`src/rtl/ecc_rgn_pkg.sv`:
```
// Package: constants shared by the region matcher modules.
// Assumes byte-addressed registers of 32 bits on an 8-bit address.
package ecc_rgn_pkg;
    localparam int unsigned CFG_AW     = 8;
    localparam int unsigned CFG_DW     = 32;
    localparam int unsigned CTRL_OFS   = 8'h00;
    localparam int unsigned RGN_OFS    = 8'h10;
    localparam int unsigned RGN_STRIDE = 8;
    localparam int unsigned HI_DELTA   = 4;
    localparam int unsigned GRAN_SHIFT = 16;
endpackage

```
`src/rtl/ecc_rgn_regs.sv`:
```
// Register file: enable bit plus a lower/upper bound pair per region.
// Assumes: writes take effect on the clock edge; reads are registered.
// Addresses outside the map are ignored on write and read as zero.
module ecc_rgn_regs
    import ecc_rgn_pkg::*;
#(
    parameter int unsigned NREG   = 3,
    parameter int unsigned GRAN_W = 24
) (
    input  logic                        clk,
    input  logic                        rst_n,
    input  logic                        cfg_en,
    input  logic                        cfg_we,
    input  logic [CFG_AW-1:0]           cfg_addr,
    input  logic [CFG_DW-1:0]           cfg_wdata,
    output logic [CFG_DW-1:0]           cfg_rdata,
    output logic                        ecc_on,
    output logic [NREG-1:0][GRAN_W-1:0] lo_q,
    output logic [NREG-1:0][GRAN_W-1:0] hi_q
);
    localparam logic [CFG_AW-1:0] CTRL_A = CFG_AW'(CTRL_OFS);

    logic            wr;
    logic            ctrl_sel;
    logic [NREG-1:0] lo_sel;
    logic [NREG-1:0] hi_sel;
    logic            mapped;
    logic [CFG_DW-1:0] rd_mux;

    assign wr       = cfg_en && cfg_we;
    assign ctrl_sel = (cfg_addr == CTRL_A);
    assign mapped   = ctrl_sel || (|lo_sel) || (|hi_sel);

    // Enable bit storage; resets with checking on.
    always_ff @(posedge clk) begin
        if (!rst_n)
            ecc_on <= 1'b1;
        else if (wr && ctrl_sel)
            ecc_on <= cfg_wdata[0];
    end

    for (genvar i = 0; i < NREG; i++) begin : g_rgn
        localparam logic [CFG_AW-1:0] LO_A = CFG_AW'(RGN_OFS + i * RGN_STRIDE);
        localparam logic [CFG_AW-1:0] HI_A = CFG_AW'(RGN_OFS + i * RGN_STRIDE + HI_DELTA);
        localparam logic [GRAN_W-1:0] LO_RST = (i == 0) ? '0 : '1;
        localparam logic [GRAN_W-1:0] HI_RST = (i == 0) ? '1 : '0;

        assign lo_sel[i] = (cfg_addr == LO_A);
        assign hi_sel[i] = (cfg_addr == HI_A);

        // Lower bound of region i; region 0 resets to the whole space.
        always_ff @(posedge clk) begin
            if (!rst_n)
                lo_q[i] <= LO_RST;
            else if (wr && lo_sel[i])
                lo_q[i] <= cfg_wdata[GRAN_W-1:0];
        end

        // Upper bound of region i; other regions reset to empty.
        always_ff @(posedge clk) begin
            if (!rst_n)
                hi_q[i] <= HI_RST;
            else if (wr && hi_sel[i])
                hi_q[i] <= cfg_wdata[GRAN_W-1:0];
        end
    end

    // Read multiplexer over all mapped registers.
    always_comb begin
        rd_mux = '0;
        if (ctrl_sel)
            rd_mux[0] = ecc_on;
        for (int i = 0; i < NREG; i++) begin
            if (lo_sel[i]) rd_mux[GRAN_W-1:0] = lo_q[i];
            if (hi_sel[i]) rd_mux[GRAN_W-1:0] = hi_q[i];
        end
    end

    // Registered read data, updated on read requests only.
    always_ff @(posedge clk) begin
        if (!rst_n)
            cfg_rdata <= '0;
        else if (cfg_en && !cfg_we)
            cfg_rdata <= rd_mux;
    end


    unmapped_wr_chk: assert property (@(posedge clk) disable iff (!rst_n)
        (wr && !mapped) |=> ($stable(lo_q) && $stable(hi_q) && $stable(ecc_on)));
endmodule

```
`src/rtl/ecc_rgn_cmp.sv`:
```
// Bound comparator for one region: inclusive lower/upper test on a granule.
// Assumes: a region with lower > upper naturally matches nothing.
module ecc_rgn_cmp #(
    parameter int unsigned GRAN_W = 24
) (
    input  logic [GRAN_W-1:0] gran,
    input  logic              in_space,
    input  logic [GRAN_W-1:0] lo,
    input  logic [GRAN_W-1:0] hi,
    output logic              match
);
    // Inclusive window test, qualified by the address being above the base.
    always_comb match = in_space && (gran >= lo) && (gran <= hi);
endmodule

```
`src/rtl/ecc_rgn_prio.sv`:
```
// Fixed-priority picker: the lowest-numbered request wins.
// Assumes N >= 2; outputs index 0 when nothing is requested.
module ecc_rgn_prio #(
    parameter int unsigned N     = 3,
    parameter int unsigned IDX_W = $clog2(N)
) (
    input  logic [N-1:0]     req,
    output logic [N-1:0]     grant,
    output logic [IDX_W-1:0] idx,
    output logic             any
);
    // Scan from the top down so the lowest request is the last to win.
    always_comb begin
        grant = '0;
        idx   = '0;
        for (int i = N - 1; i >= 0; i--) begin
            if (req[i]) begin
                grant = '0;
                grant[i] = 1'b1;
                idx = IDX_W'(i);
            end
        end
        any = |req;
    end


    always_comb begin
        grant_onehot_chk: assert ($onehot0(grant));
    end


    always_comb begin
        grant_in_req_chk: assert ((grant & ~req) == '0);
    end
endmodule

```
`src/rtl/ecc_region_matcher.sv`:
```
// Top: classifies access addresses against the programmable ECC regions.
// Assumes MEM_BASE is granule aligned; the result is registered, one clock
// after lk_valid, and uses the register state from before a same-cycle write.
module ecc_region_matcher
    import ecc_rgn_pkg::*;
#(
    parameter int unsigned          NREG     = 3,
    parameter int unsigned          ADDR_W   = 40,
    parameter logic [ADDR_W-1:0]    MEM_BASE = 40'h80_0000_0000,
    localparam int unsigned         IDX_W    = $clog2(NREG)
) (
    input  logic              clk,
    input  logic              rst_n,
    input  logic              cfg_en,
    input  logic              cfg_we,
    input  logic [7:0]        cfg_addr,
    input  logic [31:0]       cfg_wdata,
    output logic [31:0]       cfg_rdata,
    input  logic              lk_valid,
    input  logic [ADDR_W-1:0] lk_addr,
    output logic              res_valid,
    output logic              res_hit,
    output logic              res_prot,
    output logic [IDX_W-1:0]  res_region
);
    localparam int unsigned GRAN_W = ADDR_W - GRAN_SHIFT;

    logic                        ecc_on;
    logic [NREG-1:0][GRAN_W-1:0] lo_q;
    logic [NREG-1:0][GRAN_W-1:0] hi_q;
    logic [ADDR_W-1:0]           offset;
    logic                        in_space;
    logic [GRAN_W-1:0]           gran;
    logic [NREG-1:0]             match;
    logic [NREG-1:0]             grant;
    logic [IDX_W-1:0]            win_idx;
    logic                        any_hit;

    ecc_rgn_regs #(.NREG(NREG), .GRAN_W(GRAN_W)) u_regs (
        .clk       (clk),
        .rst_n     (rst_n),
        .cfg_en    (cfg_en),
        .cfg_we    (cfg_we),
        .cfg_addr  (cfg_addr),
        .cfg_wdata (cfg_wdata),
        .cfg_rdata (cfg_rdata),
        .ecc_on    (ecc_on),
        .lo_q      (lo_q),
        .hi_q      (hi_q)
    );

    // Offset from the memory base and its granule number.
    always_comb begin
        offset   = lk_addr - MEM_BASE;
        in_space = (lk_addr >= MEM_BASE);
        gran     = offset[ADDR_W-1:GRAN_SHIFT];
    end

    for (genvar i = 0; i < NREG; i++) begin : g_cmp
        ecc_rgn_cmp #(.GRAN_W(GRAN_W)) u_cmp (
            .gran     (gran),
            .in_space (in_space),
            .lo       (lo_q[i]),
            .hi       (hi_q[i]),
            .match    (match[i])
        );
    end

    ecc_rgn_prio #(.N(NREG), .IDX_W(IDX_W)) u_prio (
        .req   (match),
        .grant (grant),
        .idx   (win_idx),
        .any   (any_hit)
    );

    // Result register: capture the classification of each lookup.
    always_ff @(posedge clk) begin
        if (!rst_n) begin
            res_valid  <= 1'b0;
            res_hit    <= 1'b0;
            res_prot   <= 1'b0;
            res_region <= '0;
        end else begin
            res_valid <= lk_valid;
            if (lk_valid) begin
                res_hit    <= any_hit;
                res_prot   <= any_hit && ecc_on;
                res_region <= win_idx;
            end
        end
    end


    res_valid_chk: assert property (@(posedge clk) disable iff (!rst_n)
        lk_valid |=> res_valid);


    res_idle_chk: assert property (@(posedge clk) disable iff (!rst_n)
        !lk_valid |=> !res_valid);


    prot_gate_chk: assert property (@(posedge clk) disable iff (!rst_n)
        res_prot |-> res_hit);


    miss_index_chk: assert property (@(posedge clk) disable iff (!rst_n)
        (res_valid && !res_hit) |-> (res_region == '0));
endmodule

```
`config.mk`:
```
export PLATFORM = sky130hd
export DESIGN_NAME = ecc_region_matcher
export DESIGN_NICKNAME = d
export VERILOG_FILES = /design/src/rtl/ecc_rgn_pkg.sv /design/src/rtl/ecc_rgn_regs.sv /design/src/rtl/ecc_rgn_cmp.sv /design/src/rtl/ecc_rgn_prio.sv /design/src/rtl/ecc_region_matcher.sv
export SDC_FILE = /design/constraint.sdc
export NUM_CORES = 1
export LEC_CHECK = 0
export BUFFER_PORTS_ARGS = -buffer_cell sky130_fd_sc_hd__buf_2
export CELL_PAD_IN_SITES_DETAIL_PLACEMENT = 1
export CELL_PAD_IN_SITES_GLOBAL_PLACEMENT = 2
export CORE_MARGIN = 2
export CORE_UTILIZATION = 32
export CTS_CLUSTER_DIAMETER = 40
export CTS_CLUSTER_SIZE = 28
export DETAILED_ROUTE_END_ITERATION = 7
export PLACE_DENSITY_LB_ADDON = 0.1
export SLEW_MARGIN = 0
export SYNTH_ARGS = -nofsm -noshare
export SYNTH_HDL_FRONTEND = slang
export SYNTH_SLANG_ARGS = --single-unit
export TNS_END_PERCENT = 30
```
`constraint.sdc`:
```
create_clock -name clk -period 2.6 [get_ports clk]
set_clock_uncertainty 0.15 [all_clocks]
set_input_delay 0.52 -clock clk [delete_from_list [all_inputs] [get_ports clk]]
set_output_delay 0.52 -clock clk [all_outputs]
set_load 0.03 [all_outputs]
```
== Word-level counts from Yosys, hierarchy flattened ==
Index checks and enable logic that the tools add are counted.

* $add $sub $neg: 1
* Order comparisons: 7
* Eq/ne operators: 6
* Mux-type cells: 10
* Reductions and logical operators: 19

{| class="wikitable"
|+ Operators with widths
! cell !! number
|-
| 24-bit 2-to-1 mux || 6
|-
| 24-bit >= comparator || 3
|-
| 24-bit <= comparator || 3
|-
| 40-bit >= comparator, second input constant || 1
|-
| 40-bit subtractor, second input constant || 1
|-
| 8-bit by 5-bit == test with 1-bit output, second input constant || 4
|-
| 8-bit by 6-bit == test with 1-bit output, second input constant || 2
|-
| 1-bit logical AND || 16
|-
| 8-bit zero test || 1
|-
| 2-bit 2-to-1 mux || 3
|-
| 3-bit OR reduction || 1
|-
| 1-bit zero test || 1
|-
| 1-bit 2-to-1 mux || 1
|}

* Flip-flop bits (word level): 174
* Input bits: 85

== Depth between registers and ports, before layout ==
Gate-level depths: netlist of the first run.

* Depth in word-level cells: 8
* Depth in mapped cells: 9
* Mapped depth without buffers: 9

== Cells and area by module ==
From an unflattened synthesis of the first run, not the netlist that was laid out.

* Cells, all modules: 1407
* Area total of the unflattened synthesis: 10928.0 µm²

{| class="wikitable"
|+ By module, submodules not included
! module !! times used !! cells each !! area an instance (µm²)
|-
| ecc_rgn_regs || 1 || 888 || 7130.6
|-
| ecc_rgn_cmp || 3 || 165 || 1187.4
|-
| ecc_region_matcher || 1 || 18 || 192.7
|-
| ecc_rgn_prio || 1 || 6 || 42.5
|}

== Worst setup path before layout of the first run ==
OpenSTA, ideal clock, no wires.

* Path kind: input to register
* From: input lk_addr[39]
* To: register res_hit
* Setup time: 0.119 ns
* Arrival time: 2.233 ns
* Path slack: 0.098 ns
* Stages on the path: 9
* Cells stage by stage: inv_1 > ha_1 > nand4_1 > nor4_2 > and4_1 > o31ai_1 > a32o_1 > o2bb2ai_1 > o221a_2

* Longest elaborated chain between the ends: 5
* Elaborated cells between the ends (all ways): 15
* Classes of those cells: add/sub: 1; order compare: 7; reduce/logical: 7

{| class="wikitable"
|+ Ends and longest elaborated chain
! element !! RTL line !! text
|-
| start, declared || ecc_region_matcher.sv:20 || <nowiki>input logic [ADDR_W-1:0] lk_addr,</nowiki>
|-
| 40-bit subtractor || ecc_region_matcher.sv:54 || <nowiki>offset = lk_addr - MEM_BASE;</nowiki>
|-
| 24-bit >= comparator || ecc_rgn_cmp.sv:13 || <nowiki>always_comb match = in_space && (gran >= lo) && (gran <= hi);</nowiki>
|-
| 1-bit logical AND (2 in a row) || ecc_rgn_cmp.sv:13 ||
|-
| 3-bit OR reduction * || ecc_rgn_prio.sv:23 || <nowiki>any = |req;</nowiki>
|-
| end signal, assigned || ecc_region_matcher.sv:86 || <nowiki>res_hit <= any_hit;</nowiki>
|-
| end, declared || ecc_region_matcher.sv:22 || <nowiki>output logic res_hit,</nowiki>
|}

Mark *: on every way between the ends. The rest lies on a longest branch, timed or not.
A chain may end at the register's enable or synchronous reset.

== Worst setup path in the final report of the first run ==
* From: register u_regs.lo_q[35] (netlist bit)
* To: register res_hit

* Longest elaborated chain between the ends: 4

{| class="wikitable"
|+ Ends and longest elaborated chain
! element !! RTL line !! text
|-
| start, declared || ecc_rgn_regs.sv:18 || <nowiki>output logic [NREG-1:0][GRAN_W-1:0] lo_q,</nowiki>
|-
| start signal, assigned by index || ecc_rgn_regs.sv:56 || <nowiki>lo_q[i] <= cfg_wdata[GRAN_W-1:0];</nowiki>
|-
| 24-bit >= comparator || ecc_rgn_cmp.sv:13 ||
|-
| 1-bit logical AND (2 in a row) || ecc_rgn_cmp.sv:13 ||
|-
| 3-bit OR reduction || ecc_rgn_prio.sv:23 ||
|}

No other way between the ends.

==> results of run 1 <==
-- through the flow --
stage	total power, uW	setup WS (ns)	TNS [ns]	area, um2	std cells
floorplan	3096	0.09812	0	10360	1307
global placement	3431	-0.3223	-1.117	11930	1831
detailed placement	3441	-0.3547	-1.331	11930	1831
CTS	6141	0.001335	0	12540	1862
global route	6363	-0.02215	-0.02215	12830	1865
finish	6106	0.07944	0	12830	1865
-- state kept, by name (all words and copies together) (netlist names) --
name and flops:
res_valid 1, u_regs.ecc_on 1, res_hit 1, u_regs.hi_q 72
res_region 2, u_regs.cfg_rdata 24, res_prot 1, u_regs.lo_q 72
-- layer usage --
metal / part of all wire / wire length [um] / GRT usage / vias up
li1: - / - / - / 4891
met1: 0.49 / 19570 / 0.3340 / 4849
met2: 0.45 / 18160 / 0.3979 / 176
met3: 0.040 / 1602 / 0.04358 / 44
met4: 0.019 / 752 / 0.06272 / 0
met5: 0 / 0 / 0 / -
-- worst max-delay path, delay by kind of cell (launching register included) --
family	cells	cell delay, ns
compound gates	5	1.05
fa+ha+maj	1	0.25
buf+inv	4	0.52
flops	1	0.34
simple gates	2	0.11
-- what timing repair did --
item,4_1_cts,5_1_grt
setup buffers,0,3
endpoints found under the setup margin,3,4
resized for setup,4,51
pin swaps,2,25
-- worst paths after layout --
check                                startpoint              end  slack (ns)  depth (start not counted)
worst max-delay path            u_regs.lo_q[35]          res_hit        0.08                         12
worst min-delay path               cfg_wdata[8]  u_regs.hi_q[32]        0.20                          3
worst max register to register  u_regs.lo_q[35]          res_hit        0.08                         12
worst min register to register  u_regs.hi_q[67]  u_regs.hi_q[67]        0.33                          2
-- final cells by class --
| class | instances | area [um2] |
|---|---|---|
| clock buffer | 23 | 488.0 |
| clock inverter | 8 | 106.4 |
| multi-input combinational | 910 | 6259 |
| inverter | 145 | 546.8 |
| tap | 402 | 503.0 |
| sequential | 174 | 3491 |
| fill | 3815 | 18890 |
| timing repair buffer | 203 | 1433 |
-- placed cells by master, fill, tap and decap left out, drive strengths merged, types with 3 or more instances in the layout --
master	n
mux2i	3
nand4	25
and2	6
dfxtp	174
nand2b	3
nor2	18
nor3	11
clkbuf	23
a222oi	23
a21o	9
buf	203
a221oi	3
nand2	268
conb	8
inv	146
ha	144
nor2b	7
a41o	3
a21oi	122
a31oi	25
a211oi	7
o21ai	65
a2111oi	6
nand3	18
and3	3
nor4	3
a21boi	5
a22oi	24
o211ai	79
clkinv	3
-- power by group --
group	total, uW	switching [uW]	internal (uW)
Combinational	701	442	259
Clock	2700	1180	1520
Sequential	2700	13.4	2690
-- logic make-up (layout without fill, tap and decap cells) --
group	after synthesis	in the layout	synth area share
compound gates	385	385	0.2406
simple gates	369	369	0.1553
buf+inv	223	379	0.08837
flops	174	174	0.3370
fa+ha+maj	144	144	0.1743
mux	4	4	0.003995
other cells	1	8	0.0003628
==> results.json, run 1 <==
{
  "status": "completed",
  "ys.flop_type": "dfxtp_1",
  "post-dp-hpwl_um": 29150,
  "setup_viol": 0,
  "postCtsHoldBufs": 0,
  "cts_buffers": 17,
  "io_pins": 122,
  "required_ns": 2.80,
  "first_pass_iters": 5,
  "grt_max_degree": 51,
  "grt_pass1_wl_um": 61530,
  "wl_um": 40080,
  "clock.fmax_mhz": 396.7,
  "hold_class": "input pin to flop",
  "drive_gt1_frac": 0.1955,
  "cts_tree": "done",
  "synth_edf_count": 0,
  "grt.total_usage": 0.2446,
  "power_density_mw_per_mm2": 476.1,
  "clock-sinks": 174,
  "rsz0062_at_grt": "true",
  "path_cells": "inv_4 > ha_4 > buf_6 > nand2_2 > o211ai_1 > a21oi_1 > buf_4 > nor2_4 > o41ai_4 > buf_4 > o2bb2ai_4 > o221a_2",
  "clkLatencyLatePin_ns": 0.46,
  "dieArea_mm2": 0.03375,
  "n_antenna_cell": 0,
  "synth_most_common_cell": "nand2_1",
  "drv_slew": 0,
  "drc_errors": 0,
  "ys_ff_latch": 174,
  "dieWidth_um": 183.7,
  "ys_async_sr_fraction": 0,
  "synth_top_area_share": 0.3370,
  "synth_area_mm2": 0.01034,
  "drv_cap": 0,
  "start_util": 0.3259,
  "grt_pass1_vias": 10310,
  "finalCriticalPeriod_ns": 2.521,
  "antenna_found_initial": 0,
  "ys_seq_area_frac": 0.3370,
  "rows": 65,
  "worstSetupEndpointType": "flop",
  "cp_common_cell": "buf_4",
  "ys_types": 51,
  "crit_type": "flop to flop",
  "slowest_stage": "o41ai_4",
  "finalNetCount": 1680,
  "clock-root-buffer": "clkbuf_16",
  "drtAntennaViolNets": 0,
  "p_leak_uw": 0.005409,
  "routedWlPerCell_um": 21.49,
  "synthCells": 1300,
  "cp-start-kind": "flop",
  "ir_worst_vdd_v": 0.0004716,
  "yosys-top-cells-area": "dfxtp_1, ha_1, nand2_1",
  "cts_max_path_buffers": 2,
  "drtIter0Drc": 665,
  "avgSynthCellArea_um2": 7.951,
  "areaGrowthSynthToFinish_pct": 24.09,
  "synth_top_area_cell": "dfxtp_1",
  "coreArea_mm2": 0.03172,
  "path_max_fanout": 3,
  "die_h_um": 183.7,
  "overflow": 0,
  "hold_viol_final": 0,
  "gp_congestion": 0.8131,
  "arrival_ns": 2.72,
  "h-tree-depth": 4,
  "synth_common_cells": "nand2_1, dfxtp_1, inv_1",
  "hold_slack_ns": 0.2035,
  "viasPerCell": 5.340,
  "path_clk_slew_ns": 0.07,
  "utilization": 0.4044,
  "yosys_warnings": 0,
  "tightest_slew_ns": 0.6218,
  "period_share": 0.9694,
  "numPortBuffers": 89,
  "vias": 9960,
  "maxSlewHeadroom": 0.5811,
  "slowest_delay_ns": 0.36
}
Note: power is estimated with default switching activity, not from simulation.
==> run 2, diff against run 1 <==
Settings changed: CORE_MARGIN 2 to not set, SETUP_SLACK_MARGIN set to 0.15.
==> run 2 against run 1 <==
  * Setup slack got worse by 0.0021 ns
  * Highest routed layer unchanged
  * Final cell count rose by 1.1%
  * Power rose by 3.2%
  * Global-route usage rose by 0.78 points
  * Combinational power rose by 3.4%
  * Sequential share of layout area fell by 0.64 points
  * Fmax barely moved
  * Sequential cell count did not move
==> results.json, run 2 (synthesized netlist as in run 1, its figures left out) <==
{
  "status": "completed",
  "required_ns": 2.79,
  "cts_tree": "done",
  "maxSlewHeadroom": 0.5464,
  "grt_max_degree": 53,
  "top_usage_layer": "met2",
  "io_pins": 122,
  "place_ws_ns": -0.5221,
  "gp_congestion": 0.8074,
  "finalNetCount": 1700,
  "met2_usage": 0.4143,
  "final_cell_mix": "nand2_1, dfxtp_1, inv_1",
  "wl_um": 40810,
  "worstSetupEndpointType": "flop",
  "routedWlPerCell_um": 21.64,
  "drc_errors": 0,
  "period_share": 0.9703,
  "start_util": 0.3267,
  "power_density_mw_per_mm2": 477.6,
  "antenna_found_initial": 0,
  "dieArea_mm2": 0.03302,
  "vias": 10170,
  "overflow": 0,
  "hold_viol_final": 0,
  "min_from": "cfg_wdata[20]",
  "drv_cap": 0,
  "die_h_um": 181.7,
  "hold_slack_ns": 0.2091,
  "drive_gt1_frac": 0.2325,
  "drv_slew": 0,
  "path_clk_slew_ns": 0.07,
  "top_regs": "u_regs.hi_q x72, u_regs.lo_q x72, u_regs.cfg_rdata x24",
  "finalWorstSetupSlack_ns": 0.07733,
  "rows": 65,
  "n_antenna_cell": 0,
  "met3_usage": 0.03089,
  "final_common_cell": "nand2_1",
  "r2r-start": "u_regs.hi_q[71]",
  "drtIter0Drc": 688,
  "crit_type": "input pin to flop",
  "setup_viol": 0,
  "setup.worst_path.start": "lk_addr[39]",
  "h-tree-depth": 4,
  "post-dp-hpwl_um": 29420,
  "cts_buffers": 17,
  "clock-sinks": 174,
  "drtAntennaViolNets": 0,
  "grt_pass1_vias": 10260,
  "dieWidth_um": 181.7,
  "postCtsHoldBufs": 0,
  "ir_worst_vdd_v": 0.0004926,
  "finalCriticalPeriod_ns": 2.523,
  "first_pass_iters": 5,
  "clock-root-buffer": "clkbuf_16",
  "grt_pass1_wl_um": 62120,
  "grtUsageMet1": 0.3435,
  "cts_max_path_buffers": 2,
  "clock.fmax_mhz": 396.4,
  "grt.total_usage": 0.2524,
  "tightest_slew_ns": 0.6803,
  "numPortBuffers": 89,
  "p_leak_uw": 0.005543,
  "arrival_ns": 2.71,
  "areaGrowthSynthToFinish_pct": 27.64,
  "path_max_fanout": 6,
  "coreArea_mm2": 0.03164,
  "viasPerCell": 5.392,
  "cp-start-kind": "input pin",
  "hold_class": "input pin to flop",
  "clkLatencyLatePin_ns": 0.45,
  "rsz0062_at_grt": "true"
}
[run 2: cell types whose count changed in the layout (fill, tap and decap cells not counted), sizes merged]
cell	before	now
bufinv	2	4
clkinvlp	2	3
buf	203	223
clkinv	3	4
clkbuf	23	20
[run 2: critical path: stages]
cell and delay, ns:
buf_4 0.10, clkinvlp_4 0.18, ha_4 0.33, nand4_1 0.25, buf_6 0.24, nor3_4 0.20, a2111oi_4 0.10, buf_4 0.15
a22o_4 0.24, a21o_1 0.16, o221a_2 0.24
[run 2: stage by stage]
step / util / TNS, ns / total power (uW) / area (um2) / instances
final: 0.4170 / 0 / 6301 / 13190 / 1886
after global routing: 0.4170 / 0 / 6524 / 13190 / 1886
after CTS: 0.4066 / 0 / 6334 / 12860 / 1878
after detailed placement: 0.3781 / -1.915 / 3439 / 11960 / 1841
after global placement: 0.3781 / -1.987 / 3429 / 11960 / 1841
after floorplan: - / 0 / 3096 / 10360 / 1307
[run 2: worst paths after layout]
path                            slack, ns               to  depth (start not counted)
worst max-delay path                 0.08          res_hit                         11
worst min-delay path                 0.21  u_regs.hi_q[44]                          3
worst max register to register       0.08          res_hit                         10
worst min register to register       0.31  u_regs.hi_q[68]                          2
[run 2: area by class of cell]
class	instances	area, um2
fill	3819	18440
multi-input combinational	910	6432
sequential	174	3506
timing repair buffer	223	1563
inverter	145	548.0
tap	402	503.0
clock buffer	20	456.7
clock inverter	12	183.9
[run 2: where the power goes]
part	total, uW	internal (uW)	leakage [uW]	switching, uW
sequential	2700	2690	0.00141	14.7
clock	2870	1670	0.000307	1200
combinational	725	275	0.00382	450
total	6300	4630	0.00554	1670
[run 2: what timing repair did]
action,4_1_cts,5_1_grt
setup endpoints to repair,4,4
gates cloned,0,0
pin swaps,16,23
setup buffers,5,8
resized for setup,45,54
[run 2: per-layer routing]
| layer | routed length (um) | vias up | part of all wire |
|---|---|---|---|
| met5 | 0 | - | 0 |
| li1 | - | 4934 | - |
| met4 | 935 | 0 | 0.023 |
| met2 | 18890 | 194 | 0.46 |
| met1 | 19500 | 4999 | 0.48 |
| met3 | 1486 | 43 | 0.036 |
